[src/rtl/stall_irq_gen.sv]
module stall_irq_gen #(
  parameter int W    = 32,
  parameter int NREG = 16
) (
  input  logic         clk,
  input  logic         rst_n,
  input  logic         reg_wr,
  input  logic [3:0]   reg_idx,
  input  logic [31:0]  reg_wdata,
  output logic [31:0]  reg_rdata,
  input  logic         cmd_valid,
  input  logic [3:0]   cmd_op,
  input  logic [3:0]   cmd_idx,
  output logic         rsp_valid,
  output logic [1:0]   rsp_code,
  output logic [31:0]  cycle_count,
  output logic         fiq_n,
  output logic         irq_n
);
  localparam logic [1:0] RSP_DONE = 2'b00;
  localparam logic [1:0] RSP_BUSY = 2'b01;
  localparam logic [1:0] RSP_CANT = 2'b10;

  logic [W-1:0] bank [NREG];
  logic [W-1:0] cnt, t0, wait_len;
  logic         stalling;

  wire          accept = cmd_valid && !stalling;
  wire [W-1:0]  dly    = bank[cmd_idx];

  assign reg_rdata   = bank[reg_idx];
  assign cycle_count = cnt;

  always_ff @(posedge clk) begin
    if (!rst_n) begin
      for (int i = 0; i < NREG; i++) bank[i] <= '0;
    end else begin
      if (reg_wr) bank[reg_idx] <= reg_wdata;
      if (accept && cmd_op == 4'd5) bank[cmd_idx] <= cnt;
    end
  end

  always_ff @(posedge clk) begin
    if (!rst_n) cnt <= '0;
    else        cnt <= cnt + 1'b1;
  end

  always_ff @(posedge clk) begin
    if (!rst_n) begin
      rsp_valid <= 1'b0;
      rsp_code  <= RSP_DONE;
      stalling  <= 1'b0;
      t0        <= '0;
      wait_len  <= '0;
    end else if (stalling) begin
      rsp_valid <= 1'b1;
      if (cnt - t0 >= wait_len) begin
        rsp_code <= RSP_DONE;
        stalling <= 1'b0;
      end else begin
        rsp_code <= RSP_BUSY;
      end
    end else if (cmd_valid) begin
      rsp_valid <= 1'b1;
      rsp_code  <= RSP_DONE;
      if (cmd_op == 4'd0 && dly != '0) begin
        rsp_code <= RSP_BUSY;
        stalling <= 1'b1;
        t0       <= cnt;
        wait_len <= dly;
      end else if (cmd_op > 4'd5) begin
        rsp_code <= RSP_CANT;
      end
    end else begin
      rsp_valid <= 1'b0;
    end
  end

  for (genvar ch = 0; ch < 2; ch++) begin : g_line
    logic         line_n, armed;
    logic [W-1:0] left;
    always_ff @(posedge clk) begin
      if (!rst_n) begin
        line_n <= 1'b1;
        armed  <= 1'b0;
        left   <= '0;
      end else if (accept && cmd_op == 4'(3 + ch)) begin
        line_n <= 1'b1;
        armed  <= 1'b0;
      end else if (accept && cmd_op == 4'(1 + ch)) begin
        if (dly == '0) begin
          line_n <= 1'b0;
          armed  <= 1'b0;
        end else begin
          armed <= 1'b1;
          left  <= dly;
        end
      end else if (armed) begin
        if (left == W'(1)) begin
          line_n <= 1'b0;
          armed  <= 1'b0;
        end else begin
          left <= left - 1'b1;
        end
      end
    end
  end

  assign fiq_n = g_line[0].line_n;
  assign irq_n = g_line[1].line_n;
endmodule

[config.mk]
export PLATFORM = sky130hd
export DESIGN_NAME = stall_irq_gen
export DESIGN_NICKNAME = d
export VERILOG_FILES = /design/src/rtl/stall_irq_gen.sv
export SDC_FILE = /design/constraint.sdc
export NUM_CORES = 2
export LEC_CHECK = 0
export BUFFER_PORTS_ARGS = -buffer_cell sky130_fd_sc_hd__buf_2
export CORE_MARGIN = 5
export CORE_UTILIZATION = 58
export CTS_CLUSTER_DIAMETER = 150
export DETAILED_ROUTE_END_ITERATION = 8
export GPL_ROUTABILITY_DRIVEN = 1
export PLACE_DENSITY = 0.78
export SLEW_MARGIN = 20
export SYNTH_ARGS = -nofsm -noshare
export SYNTH_HDL_FRONTEND = slang
export SYNTH_SLANG_ARGS = --single-unit
export TNS_END_PERCENT = 1
[constraint.sdc]
create_clock -name clk -period 4.3 [get_ports clk]
set_input_delay 0.43 -clock clk [delete_from_list [all_inputs] [get_ports clk]]
set_output_delay 0.43 -clock clk [all_outputs]
set_load 0.02 [all_outputs]
==> flow_metrics.env <==
export IMPL_clkLatencyLatePin_ns=0.66
export IMPL_slew_violations=0
export IMPL_cpLargestDelayFamily="compound AO/OA/AOI/OAI gates"
export IMPL_post_synth_top_area_fraction_pct=37.4
export IMPL_power_frac_clock_pct=39.4
export IMPL_grt_pass1_wl_mm=216
export IMPL_grt_pass1_vias=34500
export IMPL_critPathMaxStageDelay_ns=0.33
export IMPL_nets=4224
export IMPL_netlist_area_um2=41200
export IMPL_setup_ws_ns=0.148
export IMPL_combinationalPowerShare_pct=15.3
export IMPL_min_period_ns=4.15
export IMPL_fmax_mhz=241
export IMPL_ys_types=77
export IMPL_die_h_um=276
export IMPL_postCtsHoldBufs=0
export IMPL_die_x_um=276
export IMPL_fill_cells=5079
export IMPL_grtUsageTotal_pct=37.2
export IMPL_final_core_util_pct=65.6
export IMPL_yosys_warnings=0
export IMPL_drive_gt1_share_pct=20.6
export IMPL_die_area_um2=76400
export IMPL_grt_max_degree=118
export IMPL_finClkSkew_ns=0.0383
export IMPL_ios=117
export IMPL_cts_sinks=680
export IMPL_arrival_ns=4.71
export IMPL_synthTopCellsByArea="edfxtp_1 37%, mux4_2 18%, nand2_1 10%, dfxtp_1 8.2%, o21ai_0 6.2%"
export IMPL_syn2layout_area_growth_pct=12.0
export IMPL_cp_cell_sequence="inv_2 > ha_4 > nor2b_2 > o31a_1 > o2111ai_2 > a21boi_2 > o21ai_2 > a21boi_2 > o21a_1 > o21a_1 > o211ai_1 > ha_1 > a21o_1 > a21o_1 > a21o_1 > a21o_1 > a21o_1 > a21o_1 > a21oi_2 > o311ai_2 > a21oi_1"
export IMPL_row_count=97
export IMPL_wl_per_cell_um=28.8
export IMPL_cts_tree="built"
export IMPL_hp_class="primary input to flop"
export IMPL_clkTransAtPathRegs_ns=0.06
export IMPL_p_int_mw=11.9
export IMPL_cts_buffers_inserted=76
export IMPL_grt_overflow_total=0
export IMPL_mostFrequentLayoutCells="1,118 x nand2_1, 512 x edfxtp_1, 504 x o21ai_0"
export IMPL_cp_start_kind="flop"
export IMPL_synthCells=4118
export IMPL_p_leak_nw=16.5
export IMPL_start_util_pct=58.6
export IMPL_cts_path_max_buffers=3
export IMPL_required_ns=4.86
export IMPL_synth_async_reset_ratio_pct=0
export IMPL_multi_input_area_um2=20800
export IMPL_finish_instance_area_um2=46100
export IMPL_core_um2=70300
export IMPL_relSlewSlack_pct=14.9
export IMPL_dpl_hpwl_mm=91.1
export IMPL_crit_buf_inv=1
export IMPL_grt_antenna_before_repair=5
export IMPL_status="complete, no violations"
export IMPL_worstPathMaxFanout=4
export IMPL_layout_commonest_cell="nand2_1"
export IMPL_power_switching_mw=4.51
export IMPL_power_frac_seq_pct=45.3
export IMPL_drt_antenna_violating_nets=0
export IMPL_synth_largest_area_cell="edfxtp_1"
export IMPL_drtPass1Iterations=8
export IMPL_vias_per_cell=7.04
export IMPL_crit_top_cell="a21o_1"
export IMPL_synth_fp_nets=4235
export IMPL_cp_slowest_cell="dfxtp_2"
export IMPL_htree_levels=3
export IMPL_syn_mean_instance_area_um2=10.0
export IMPL_drt_iter0_markers=6322
export IMPL_peakVddDrop_mv=0.275
export IMPL_place_congestion=0.918
export IMPL_seq_area_um2=18700
export IMPL_placedInstanceArea_um2=43500
export IMPL_vias=36000
export IMPL_ys_flop_type="edfxtp_1"
export IMPL_crit_path_end_kind="flop"
export IMPL_yosysSeqAreaShare_pct=45.5
export IMPL_tightest_slew_ns=1.27
export IMPL_ys_seq_elements=680
export IMPL_finalCritPeriodShare_pct=96.6
export IMPL_numPortBuffers=116
export IMPL_routed_wl_mm=147
export IMPL_synth_edf_count=512
export IMPL_pre_cts_ws_ns=-0.206
export IMPL_power_density_nw_per_um2=356
export IMPL_p_sw_share_pct=27.5
export IMPL_setup_viol=0
export IMPL_final_hold_violation_count=0
export IMPL_path_class="flop to flop"
export IMPL_cts_root_buffer="clkbuf_16"
export IMPL_drv_cap=0
export IMPL_drc=0
## metrics by stage
| step | TNS [ns] | hold slack, ns | power, mW | std cells |
|---|---|---|---|---|
| 2_1_floorplan | 0 | 0.430 | 9.09 | 4118 |
| 3_3_place_gp | -0.221 | 0.462 | 9.87 | 4961 |
| 3_5_place_dp | -0.378 | 0.465 | 9.93 | 4961 |
| 4_1_cts | 0 | 0.0111 | 16.2 | 5102 |
| 5_1_grt | -0.0688 | 0.0323 | 16.8 | 5112 |
| 6_report | 0 | 0.0328 | 16.4 | 5113 |
## state kept, by name (all words and copies together) (netlist names)
register / cells
g_line.left: 64
bank: 512
irq_n: 1
wait_len: 32
rsp_valid: 1
g_line.armed: 2
rsp_code: 2
t0: 32
stalling: 1
fiq_n: 1
cycle_count: 32
## cell type report
class | instances | area share [%]
Antenna cell | 3 | 0.0163
Tap cell | 940 | 2.55
Multi-Input combinational cell | 2938 | 45.1
Sequential cell | 680 | 40.7
Clock inverter | 37 | 0.651
Clock buffer | 104 | 4.57
Timing Repair Buffer | 325 | 5.78
Inverter | 86 | 0.706
## per-layer routing
metal,track usage (%),vias up,wire length [um]
li1,-,14900,-
met1,47.7,16900,46500
met2,55.0,3403,62100
met3,12.6,867,26000
met4,22.9,2,12400
met5,0,-,13
## power groups by stage
stage / Sequential (mW) / Combinational [mW] / Clock, mW
floorplan: 7.51 / 1.57 / 0
global placement: 7.53 / 2.34 / 0
global route: 7.45 / 2.62 / 6.70
CTS: 7.42 / 2.40 / 6.41
detailed placement: 7.56 / 2.38 / 0
finish: 7.42 / 2.51 / 6.46
## worst paths after layout
check | from | to | slack [ns] | depth (start not counted)
max | t0[1] | stalling | 0.15 | 21
min | cmd_valid | rsp_code[1] | 0.03 | 2
max reg2reg | t0[1] | stalling | 0.15 | 21
min reg2reg | g_line[1].left[4] | g_line[1].left[4] | 0.48 | 2
## timing repair
action                     in CTS  in global routing
setup endpoints to repair       2                  2
gates cloned                    0                  0
gates resized for setup         6                 25
buffers inserted                0                  8
pin swaps                       0                 32
## synthesized netlist by cell type, drive strengths merged, types with 3 or more instances
cell type,count
a211oi,12
a21boi,4
a21o,21
a21oi,104
a221oi,3
a22oi,4
a31oi,18
a41oi,3
and2,7
and3,14
and4,3
buf,86
clkbuf,328
dfxtp,168
edfxtp,512
ha,68
inv,86
mux2i,63
mux4,320
nand2,1119
nand2b,12
nand3,108
nand3b,3
nand4,18
nor2,222
nor2b,9
nor3,40
nor4,23
o211a,3
o211ai,19
o21a,7
o21ai,515
o21bai,5
o221a,7
o22ai,20
o311ai,5
o31ai,18
o41ai,4
or2,7
or3,51
or4,3
xnor2,25
xor2,21
## cells by family (layout without fill, tap and decap cells)
kind of cell,after synthesis,count (layout),share of synthesized area [%]
multiplexers,383,383,19.0
AO/OA/AOI/OAI,791,791,10.8
XOR/XNOR,46,46,0.979
adder cells (fa/ha/maj),69,69,2.12
buffers and inverters,500,552,4.88
other,0,3,0
flip-flops,680,680,45.5
AND/OR/NAND/NOR,1649,1649,16.7
No activity file was read; power rests on OpenSTA's default activity.
